[config.mk]
export PLATFORM = sky130hd
export DESIGN_NAME = pwr_hib_seq
export DESIGN_NICKNAME = d
export VERILOG_FILES = /design/src/rtl/pwr_hib_pkg.sv /design/src/rtl/pwr_hib_regs.sv /design/src/rtl/pwr_wake_filter.sv /design/src/rtl/pwr_seq_fsm.sv /design/src/rtl/pwr_hib_seq.sv
export SDC_FILE = /design/constraint.sdc
export NUM_CORES = 1
export LEC_CHECK = 0
export ABC_CLOCK_PERIOD_IN_PS = 4600
export BUFFER_PORTS_ARGS = -buffer_cell sky130_fd_sc_hd__buf_2
export CELL_PAD_IN_SITES_DETAIL_PLACEMENT = 0
export CELL_PAD_IN_SITES_GLOBAL_PLACEMENT = 1
export CORE_AREA = 2 2 94 96
export DETAILED_ROUTE_END_ITERATION = 8
export DIE_AREA = 0 0 96 98
export PLACE_DENSITY_LB_ADDON = 0.1
export SLEW_MARGIN = 5
export SYNTH_ARGS = -nofsm -noshare
export SYNTH_HDL_FRONTEND = slang
export SYNTH_HIERARCHICAL = 1
export SYNTH_SLANG_ARGS = --single-unit
export TNS_END_PERCENT = 50
[constraint.sdc]
create_clock -name clk -period 4.6 [get_ports clk]
set_input_delay 0.46 -clock clk [delete_from_list [all_inputs] [get_ports clk]]
set_output_delay 0.46 -clock clk [all_outputs]
set_load 0.05 [all_outputs]
[src/rtl/pwr_hib_pkg.sv]
package pwr_hib_pkg;

  typedef enum logic [1:0] {
    ST_ACTIVE = 2'd0,
    ST_HIBER  = 2'd1,
    ST_HOLD   = 2'd2
  } pwr_state_e;

  localparam int DEF_AW        = 8;
  localparam int DEF_DW        = 32;
  localparam int DEF_HIB_ADDR  = 'h20;
  localparam int DEF_FILT_ADDR = 'h24;
  localparam int DEF_HOLD_ADDR = 'h28;
  localparam int DEF_FILT_LO   = 5;
  localparam int DEF_FILT_HI   = 15;
  localparam int DEF_HOLD_LO   = 5;
  localparam int DEF_HOLD_HI   = 11;
  localparam int DEF_SYNC      = 2;

endpackage

[src/rtl/pwr_hib_regs.sv]
module pwr_hib_regs
  import pwr_hib_pkg::*;
#(
  parameter int AW        = DEF_AW,
  parameter int DW        = DEF_DW,
  parameter int HIB_ADDR  = DEF_HIB_ADDR,
  parameter int FILT_ADDR = DEF_FILT_ADDR,
  parameter int HOLD_ADDR = DEF_HOLD_ADDR,
  parameter int FILT_LO   = DEF_FILT_LO,
  parameter int FILT_HI   = DEF_FILT_HI,
  parameter int HOLD_LO   = DEF_HOLD_LO,
  parameter int HOLD_HI   = DEF_HOLD_HI
) (
  input  logic               clk,
  input  logic               rst,
  input  logic               bus_wr,
  input  logic               bus_rd,
  input  logic [AW-1:0]      bus_addr,
  input  logic [DW-1:0]      bus_wdata,
  output logic [DW-1:0]      bus_rdata,
  output logic [FILT_HI:0]   filt_limit,
  output logic [HOLD_HI:0]   hold_limit,
  output logic               hib_req
);

  localparam int FW = FILT_HI - FILT_LO + 1;
  localparam int HW = HOLD_HI - HOLD_LO + 1;
  localparam logic [AW-1:0] A_HIB  = AW'(HIB_ADDR);
  localparam logic [AW-1:0] A_FILT = AW'(FILT_ADDR);
  localparam logic [AW-1:0] A_HOLD = AW'(HOLD_ADDR);

  logic [FW-1:0] filt_q;
  logic [HW-1:0] hold_q;
  logic [DW-1:0] rd_next;
  logic          wr_filt, wr_hold;
  logic          unused_wdata;

  assign wr_filt = bus_wr && (bus_addr == A_FILT);
  assign wr_hold = bus_wr && (bus_addr == A_HOLD);
  // sleep command decode, bit 0 of the write data
  assign hib_req = bus_wr && (bus_addr == A_HIB) && bus_wdata[0];

  // bits that no register keeps
  assign unused_wdata = ^{bus_wdata[DW-1:FILT_HI+1], bus_wdata[FILT_LO-1:1]};

  // only the masked band of each register is stored
  always_ff @(posedge clk) begin
    if (rst) begin
      filt_q <= '0;
      hold_q <= '0;
    end else begin
      if (wr_filt) filt_q <= bus_wdata[FILT_HI:FILT_LO];
      if (wr_hold) hold_q <= bus_wdata[HOLD_HI:HOLD_LO];
    end
  end

  assign filt_limit = {filt_q, {FILT_LO{1'b0}}};
  assign hold_limit = {hold_q, {HOLD_LO{1'b0}}};

  always_comb begin
    rd_next = '0;
    if (bus_addr == A_FILT) rd_next[FILT_HI:0] = filt_limit;
    else if (bus_addr == A_HOLD) rd_next[HOLD_HI:0] = hold_limit;
  end

  always_ff @(posedge clk) begin
    if (rst)         bus_rdata <= '0;
    else if (bus_rd) bus_rdata <= rd_next;
  end

endmodule

[src/rtl/pwr_wake_filter.sv]
module pwr_wake_filter
  import pwr_hib_pkg::*;
#(
  parameter int CW   = DEF_FILT_HI + 1,
  parameter int SYNC = DEF_SYNC
) (
  input  logic          clk,
  input  logic          rst,
  input  logic          pin_n,
  input  logic          en,
  input  logic [CW-1:0] limit,
  output logic          hit
);

  localparam logic [CW-1:0] CNT_MAX = '1;

  logic [SYNC-1:0] sync_q;
  logic [CW-1:0]   cnt_q;
  logic            pin_low;

  // synchronizer chain, reset to the released level
  for (genvar i = 0; i < SYNC; i++) begin : g_sync
    if (i == 0) begin : g_first
      always_ff @(posedge clk) begin
        if (rst) sync_q[0] <= 1'b1;
        else     sync_q[0] <= pin_n;
      end
    end else begin : g_next
      always_ff @(posedge clk) begin
        if (rst) sync_q[i] <= 1'b1;
        else     sync_q[i] <= sync_q[i-1];
      end
    end
  end

  assign pin_low = !sync_q[SYNC-1];

  // count restarts on any high sample and while not asleep
  always_ff @(posedge clk) begin
    if (rst || !en || !pin_low) cnt_q <= '0;
    else if (cnt_q != CNT_MAX)  cnt_q <= cnt_q + 1'b1;
  end

  // accept on the (limit+1)-th consecutive low sample
  assign hit = en && pin_low && (cnt_q == limit);

endmodule

[src/rtl/pwr_seq_fsm.sv]
module pwr_seq_fsm
  import pwr_hib_pkg::*;
#(
  parameter int HCW = DEF_HOLD_HI + 1
) (
  input  logic           clk,
  input  logic           rst,
  input  logic           hib_req,
  input  logic           wake_hit,
  input  logic           alarm,
  input  logic [HCW-1:0] hold_limit,
  output logic           in_hiber,
  output logic           pwr_en,
  output logic           rst_out_n
);

  pwr_state_e     state_q, state_d;
  logic [HCW-1:0] hold_q, hold_d;

  always_comb begin
    state_d = state_q;
    hold_d  = hold_q;
    unique case (state_q)
      ST_ACTIVE: begin
        if (hib_req) state_d = ST_HIBER;
      end
      ST_HIBER: begin
        if (alarm || wake_hit) begin
          state_d = ST_HOLD;
          hold_d  = '0;
        end
      end
      ST_HOLD: begin
        if (hold_q == hold_limit) state_d = ST_ACTIVE;
        else                      hold_d  = hold_q + 1'b1;
      end
      default: state_d = ST_ACTIVE;
    endcase
  end

  always_ff @(posedge clk) begin
    if (rst) begin
      state_q   <= ST_ACTIVE;
      hold_q    <= '0;
      pwr_en    <= 1'b1;
      rst_out_n <= 1'b1;
    end else begin
      state_q   <= state_d;
      hold_q    <= hold_d;
      pwr_en    <= (state_d != ST_HIBER);
      rst_out_n <= (state_d != ST_HOLD);
    end
  end

  assign in_hiber = (state_q == ST_HIBER);

endmodule

[src/rtl/pwr_hib_seq.sv]
module pwr_hib_seq
  import pwr_hib_pkg::*;
#(
  parameter int AW        = DEF_AW,
  parameter int DW        = DEF_DW,
  parameter int HIB_ADDR  = DEF_HIB_ADDR,
  parameter int FILT_ADDR = DEF_FILT_ADDR,
  parameter int HOLD_ADDR = DEF_HOLD_ADDR,
  parameter int FILT_LO   = DEF_FILT_LO,
  parameter int FILT_HI   = DEF_FILT_HI,
  parameter int HOLD_LO   = DEF_HOLD_LO,
  parameter int HOLD_HI   = DEF_HOLD_HI,
  parameter int SYNC      = DEF_SYNC
) (
  input  logic          clk,
  input  logic          rst,
  input  logic          bus_wr,
  input  logic          bus_rd,
  input  logic [AW-1:0] bus_addr,
  input  logic [DW-1:0] bus_wdata,
  output logic [DW-1:0] bus_rdata,
  input  logic          wake_pin_n,
  input  logic          alarm_wake,
  output logic          pwr_en,
  output logic          rst_out_n
);

  localparam int FCW = FILT_HI + 1;
  localparam int HCW = HOLD_HI + 1;

  logic [FCW-1:0] filt_limit;
  logic [HCW-1:0] hold_limit;
  logic           hib_req;
  logic           in_hiber;
  logic           wake_hit;

  pwr_hib_regs #(
    .AW(AW), .DW(DW),
    .HIB_ADDR(HIB_ADDR), .FILT_ADDR(FILT_ADDR), .HOLD_ADDR(HOLD_ADDR),
    .FILT_LO(FILT_LO), .FILT_HI(FILT_HI), .HOLD_LO(HOLD_LO), .HOLD_HI(HOLD_HI)
  ) u_regs (
    .clk        (clk),
    .rst        (rst),
    .bus_wr     (bus_wr),
    .bus_rd     (bus_rd),
    .bus_addr   (bus_addr),
    .bus_wdata  (bus_wdata),
    .bus_rdata  (bus_rdata),
    .filt_limit (filt_limit),
    .hold_limit (hold_limit),
    .hib_req    (hib_req)
  );

  pwr_wake_filter #(
    .CW(FCW), .SYNC(SYNC)
  ) u_filt (
    .clk   (clk),
    .rst   (rst),
    .pin_n (wake_pin_n),
    .en    (in_hiber),
    .limit (filt_limit),
    .hit   (wake_hit)
  );

  pwr_seq_fsm #(
    .HCW(HCW)
  ) u_fsm (
    .clk        (clk),
    .rst        (rst),
    .hib_req    (hib_req),
    .wake_hit   (wake_hit),
    .alarm      (alarm_wake),
    .hold_limit (hold_limit),
    .in_hiber   (in_hiber),
    .pwr_en     (pwr_en),
    .rst_out_n  (rst_out_n)
  );

endmodule

After elaboration in Yosys (flattened, before gate mapping)
Index checks and enable logic that the tools add are counted.
{ "classes": {"add_sub_neg": 2, "multipliers": 0, "n_div": 0, "order_cmp": 0, "n_eq_ne": 12, "n_shift": 0, "mux": 10, "bitwise": 0, "reduce_logical": 14} }
{ "op_table": {"columns": ["cell", "count"], "rows": [
  ["12-bit two-way mux", 4],
  ["8-bit by 6-bit == test with 1-bit output, second input constant", 3],
  ["12-bit one-hot mux with 2 select lines", 1],
  ["16-bit by 1-bit adder with 16-bit output, second input constant", 1],
  ["16-bit == test", 1],
  ["16-bit != test, second input constant", 1],
  ["12-bit by 1-bit adder with 12-bit output, second input constant", 1],
  ["12-bit == test", 1],
  ["1-bit logical AND", 6],
  ["2-bit two-way mux", 3],
  ["2-bit one-hot mux with 3 select lines", 1],
  ["4-bit two-way mux", 1],
  ["2-bit by 1-bit != test with 1-bit output, second input constant", 2],
  ["2-bit != test, second input constant", 2],
  ["1-bit logical OR", 3],
  ["3-bit AND reduction", 1],
  ["2-bit by 1-bit == test with 1-bit output, second input constant", 1],
  ["2-bit == test, second input constant", 1],
  ["1-bit logical NOT", 2],
  ["2-bit logical NOT", 1],
  ["2-bit nonzero test", 1]
]} }
{ "totals": {"register_bits": 68, "latch_bits": 0, "mem_bits_rw": 0, "romBits": 0, "input_bits": 46, "out_inout_bits": 34, "wordCells": 48, "n_memories": 0} }

Depth between registers and ports, before layout
{ "logic_depth": {"word_depth": 7, "ltp_mapped": 10, "mapped_depth_nobuf": 9} }

Modules after synthesis
The synthesis kept the hierarchy.
{ "modules_own_cells": {"columns": ["mod", "instances", "cells_each", "area_per_inst_um2", "seq_area_each_um2"], "rows": [
  ["pwr_hib_regs", 1, 181, 1560.2, 580.6],
  ["pwr_seq_fsm", 1, 120, 1046.0, 320.3],
  ["pwr_wake_filter", 1, 117, 1028.5, 360.3]
]} }

Least setup slack after synthesis
OpenSTA, ideal clock, no wires.
{ "synth_timing": {"kind": "reg-to-reg", "start": "register u_filt.cnt_q[9]", "end": "register u_fsm.hold_q[6]", "setup_time_ns": 0.116, "arrival_time_ns": 2.398, "required_ns": 4.484, "path_slack_ns": 2.086, "path_stages_with_launch": 11, "path_buffers": 1, "period_less_slack_ns": 2.514, "path_cell_list": "dfxtp_1 -> clkbuf_2 -> xor2_1 -> nor4_1 -> nand4_1 -> nor4b_1 -> nor3b_2 -> nand2b_1 -> o21ai_0 -> nor2_1 -> a41o_1"} }
{ "synth_between": {"elab_chain_cells": 5} }
{ "synth_lines": {"columns": ["element", "line_no", "text"], "rows": [
  ["start, declared", "pwr_wake_filter.sv:18", "logic [CW-1:0] cnt_q;"],
  ["start signal, assigned", "pwr_wake_filter.sv:41", "else if (cnt_q != CNT_MAX) cnt_q <= cnt_q + 1'b1;"],
  ["16-bit == test", "pwr_wake_filter.sv:45", "assign hit = en && pin_low && (cnt_q == limit);"],
  ["1-bit logical AND", "pwr_wake_filter.sv:45", null],
  ["named net wake_hit", "pwr_hib_seq.sv:35", "logic wake_hit;"],
  ["1-bit logical OR", "pwr_seq_fsm.sv:28", "if (alarm || wake_hit) begin"],
  ["2-bit by 1-bit != test with 1-bit output (no line)", null, null],
  ["3-bit AND reduction (no line)", null, null],
  ["end signal, assigned", "pwr_seq_fsm.sv:49", "hold_q <= hold_d;"],
  ["end, declared", "pwr_seq_fsm.sv:18", "logic [HCW-1:0] hold_q, hold_d;"]
]} }
The timed path passes the listed nets, and every way through them passes these cells.
A chain may end at the register's enable or synchronous reset.

Worst setup path after layout
{ "layout_timing": {"start": "register u_filt.cnt_q[8]", "end": "register u_fsm.hold_q[6]"} }
Same word-level chain as after synthesis.

==> flow_summary.json <==
{
  "rows": 34,
  "finClkSkew_ns": 0.008613,
  "ys_types": 63,
  "overflow": 0,
  "dpl.hpwl_um": 5947,
  "grt_pass1_vias": 2808,
  "dieArea_sq_um": 9408,
  "worstMarginPinSlew_ns": 1.100,
  "insertion_delay_ns": 0.34,
  "placed_area_sq_um": 3759,
  "drv_slew": 0,
  "grtUsageTotal": 0.1811,
  "ys_ff_latch": 63,
  "required_ns": 4.83,
  "switching_share": 0.2421,
  "whs_ns": 0.3111,
  "clk_pin_slew_ns": 0.07,
  "slowest_delay_ns": 0.80,
  "synthAdderAreaFrac": 0.02065,
  "ant_nets": 0,
  "intPower_mw": 0.8783,
  "finalSetupViolations": 0,
  "criticalPathCategory": "reg -> reg",
  "root_buffer": "clkbuf_8",
  "synth_edf_count": 0,
  "cts_buffers": 9,
  "clock.fmax_mhz": 311.0,
  "p_per_area_nw_per_um2": 291.9,
  "fp.dieH_um": 98,
  "worst_setup_path_end_kind": "register",
  "synth_xor_xnor_area_share": 0.06988,
  "cp_slowest_cell": "o21ai_0",
  "cts_resized": 0,
  "drive_gt1_frac": 0.1641,
  "fillCellCount": 856,
  "post_synth_inst_count": 418,
  "first_pass_iters": 4,
  "reg2reg_slack_ns": 1.38,
  "drc": 0,
  "ys.flop_type": "dfxtp_1",
  "crit_chain": "xor2_1 -> nor3_1 -> nand4_1 -> nor4b_1 -> nor3b_2 -> nand2b_1 -> o21ai_0 -> nor2_1 -> a41o_1",
  "final_hold_viol_count": 0,
  "p_switching_mw": 0.2805,
  "io_pins": 80,
  "tns_ns": 0,
  "seqPwrFrac": 0.472,
  "status": "completed",
  "synth_compound_area_frac": 0.1793,
  "wire_per_inst_um": 14.64,
  "cts_tree": "built",
  "htreeDepth": 3,
  "hold_buffers": 0,
  "synth_mux_area_frac": 0.04131,
  "combPwrFrac": 0.074,
  "start_util": 0.4294,
  "hp-class": "in -> reg",
  "fin_area_sq_um": 3970,
  "clock_path_buffers": 2,
  "async_flop_share": 0,
  "ir_drop_mv": 0.1391,
  "multi_input_area_sq_um": 2097,
  "diodes": 0,
  "area_growth_syn_to_layout_pct": 9.226,
  "post-cts-setup-buffer-count": 0,
  "finalCritPeriodShare": 0.6991,
  "seq_area_sq_um": 1261,
  "antenna_found_initial": 0,
  "yosysSeqAreaShare": 0.3470,
  "synth_top_family_by_area": "simple AND/OR/NAND/NOR gates",
  "crit_fanout": 12,
  "netlist_area_sq_um": 3635,
  "synth-simple-area-share": 0.2320,
  "max-slew-margin-rel": 0.2649,
  "critical-path-top-delay-family": "simple AND/OR/NAND/NOR gates",
  "start_kind": "register",
  "clockPowerShare": 0.454,
  "critPathArrivalTime_ns": 3.44,
  "rsz0062_at_grt": "no",
  "die_x_um": 96,
  "via_count": 2970,
  "clock-sinks": 63,
  "drt-total-wl_um": 8184,
  "fin_nets": 499,
  "gp_congestion": 0.7747,
  "crit_buf_inv": 0,
  "coreArea_sq_um": 8466,
  "min_period_ns": 3.216,
  "vias_per_cell": 5.313,
  "syn_avg_cell_area_sq_um": 8.696,
  "grt_max_degree": 29,
  "io_buffers": 38,
  "drv_cap": 0,
  "leakagePower_nw": 1.494,
  "grt_pass1_wl_um": 13340,
  "drtIter0Drc": 127,
  "ys_warn_count": 6
}
[state kept, by name (all words and copies together), names as in the netlist]
signal,count
u_fsm/state_q,2
u_fsm/hold_q,12
u_filt/sync_q,2
u_regs/hold_q,7
u_fsm/rst_out_n,1
u_regs/filt_q,11
u_filt/cnt_q,16
u_regs/bus_rdata,11
u_fsm/pwr_en,1
[cell usage after synthesis (all sizes together), types with 5 or more instances]
master / instances / area [sq um]
dfxtp: 63 / 1261
buf: 39 / 277.8
nand2: 39 / 146.4
o21ai: 26 / 130.1
a21oi: 21 / 105.1
inv: 19 / 71.31
xor2: 17 / 148.9
mux2i: 15 / 150.1
nor4: 15 / 121.4
nand4: 14 / 106.4
nor2: 13 / 48.80
xnor2: 12 / 105.1
clkbuf: 11 / 42.54
or3: 10 / 62.56
nand3: 9 / 55.05
or4: 8 / 63.81
nor3: 7 / 46.30
a31o: 6 / 52.55
a31oi: 6 / 37.54
ha: 6 / 75.07
nand2b: 6 / 37.54
a221o: 5 / 50.05
a311oi: 5 / 43.79
[cell type report]
type,instances,share of cell area
clock buffers,11,0.03561
clock inverters,4,0.01765
inverters,20,0.01891
multi-input cells,315,0.5282
flip-flops and latches,63,0.3177
well taps,108,0.03404
repair buffers,38,0.04790
[power by group through the flow]
stage	Combinational [mW]	Sequential, mW	Clock, mW
detailed placement	0.0861	0.559	0
global placement	0.0862	0.559	0
global route	0.0927	0.546	0.572
CTS	0.0862	0.547	0.541
floorplan	0.0850	0.559	0
finish	0.0861	0.547	0.526
[metrics by stage]
step / worst slack (ns) / std cells / util / power (mW)
final: 1.384 / 559 / 0.4690 / 1.159
after global routing: 0.9944 / 559 / 0.4690 / 1.211
after CTS: 1.346 / 559 / 0.4690 / 1.174
after detailed placement: 1.384 / 544 / 0.4440 / 0.6453
after global placement: 1.341 / 544 / 0.4440 / 0.6454
after floorplan: 2.086 / 448 / - / 0.6441
[final timing paths]
check	start	to	cells past startpoint
min reg2reg	u_filt/sync_q[0]$_SDFF_PP1_	u_filt/sync_q[1]$_SDFF_PP1_	1
max reg2reg	u_filt/cnt_q[8]$_SDFFE_PP0P_	u_fsm/hold_q[6]$_SDFFE_PP0P_	9
max	u_filt/cnt_q[8]$_SDFFE_PP0P_	u_fsm/hold_q[6]$_SDFFE_PP0P_	9
min	wake_pin_n	u_filt/sync_q[0]$_SDFF_PP1_	2
[routing by layer]
layer / track usage / up-vias / wire [um]
met1: 0.2469 / 1390 / 3938
li1: - / 1534 / -
met2: 0.2858 / 39 / 3887
met3: 0.04167 / 7 / 286
met5: 0 / - / 0
met4: 0.04945 / 0 / 72
[cells in the final DEF, fill, tap and decap left out, drive strengths merged, types with 2 or more instances in the layout]
master,netlist,final
o31ai,3,3
or4,8,8
dfxtp,63,63
and2,2,2
or2,3,3
a311oi,5,5
a31o,6,6
conb,1,31
bufinv,0,2
nor2,13,13
nor4b,3,3
mux2i,15,15
inv,19,19
a21o,2,2
o311ai,4,4
o41ai,4,4
o21ai,26,26
nand3,9,9
a211oi,2,2
xnor2,12,12
o31a,2,2
o211ai,4,4
nand2,39,39
and3,4,4
ha,6,6
or4b,2,2
nor3,7,7
clkbuf,11,11
nor3b,2,2
a221o,5,5
buf,39,38
xor2,17,17
a31oi,6,6
nand2b,6,6
nand4,14,14
clkinv,1,3
and4,2,2
or3,10,10
a21oi,21,21
nor4,15,15
[logic make-up after synthesis]
family / after synthesis
simple gates: 140
compound gates: 94
buf+inv: 70
flops: 63
xor+xnor: 29
mux: 15
fa+ha+maj: 6
other cells: 1
(Power assumes the default switching activity.)
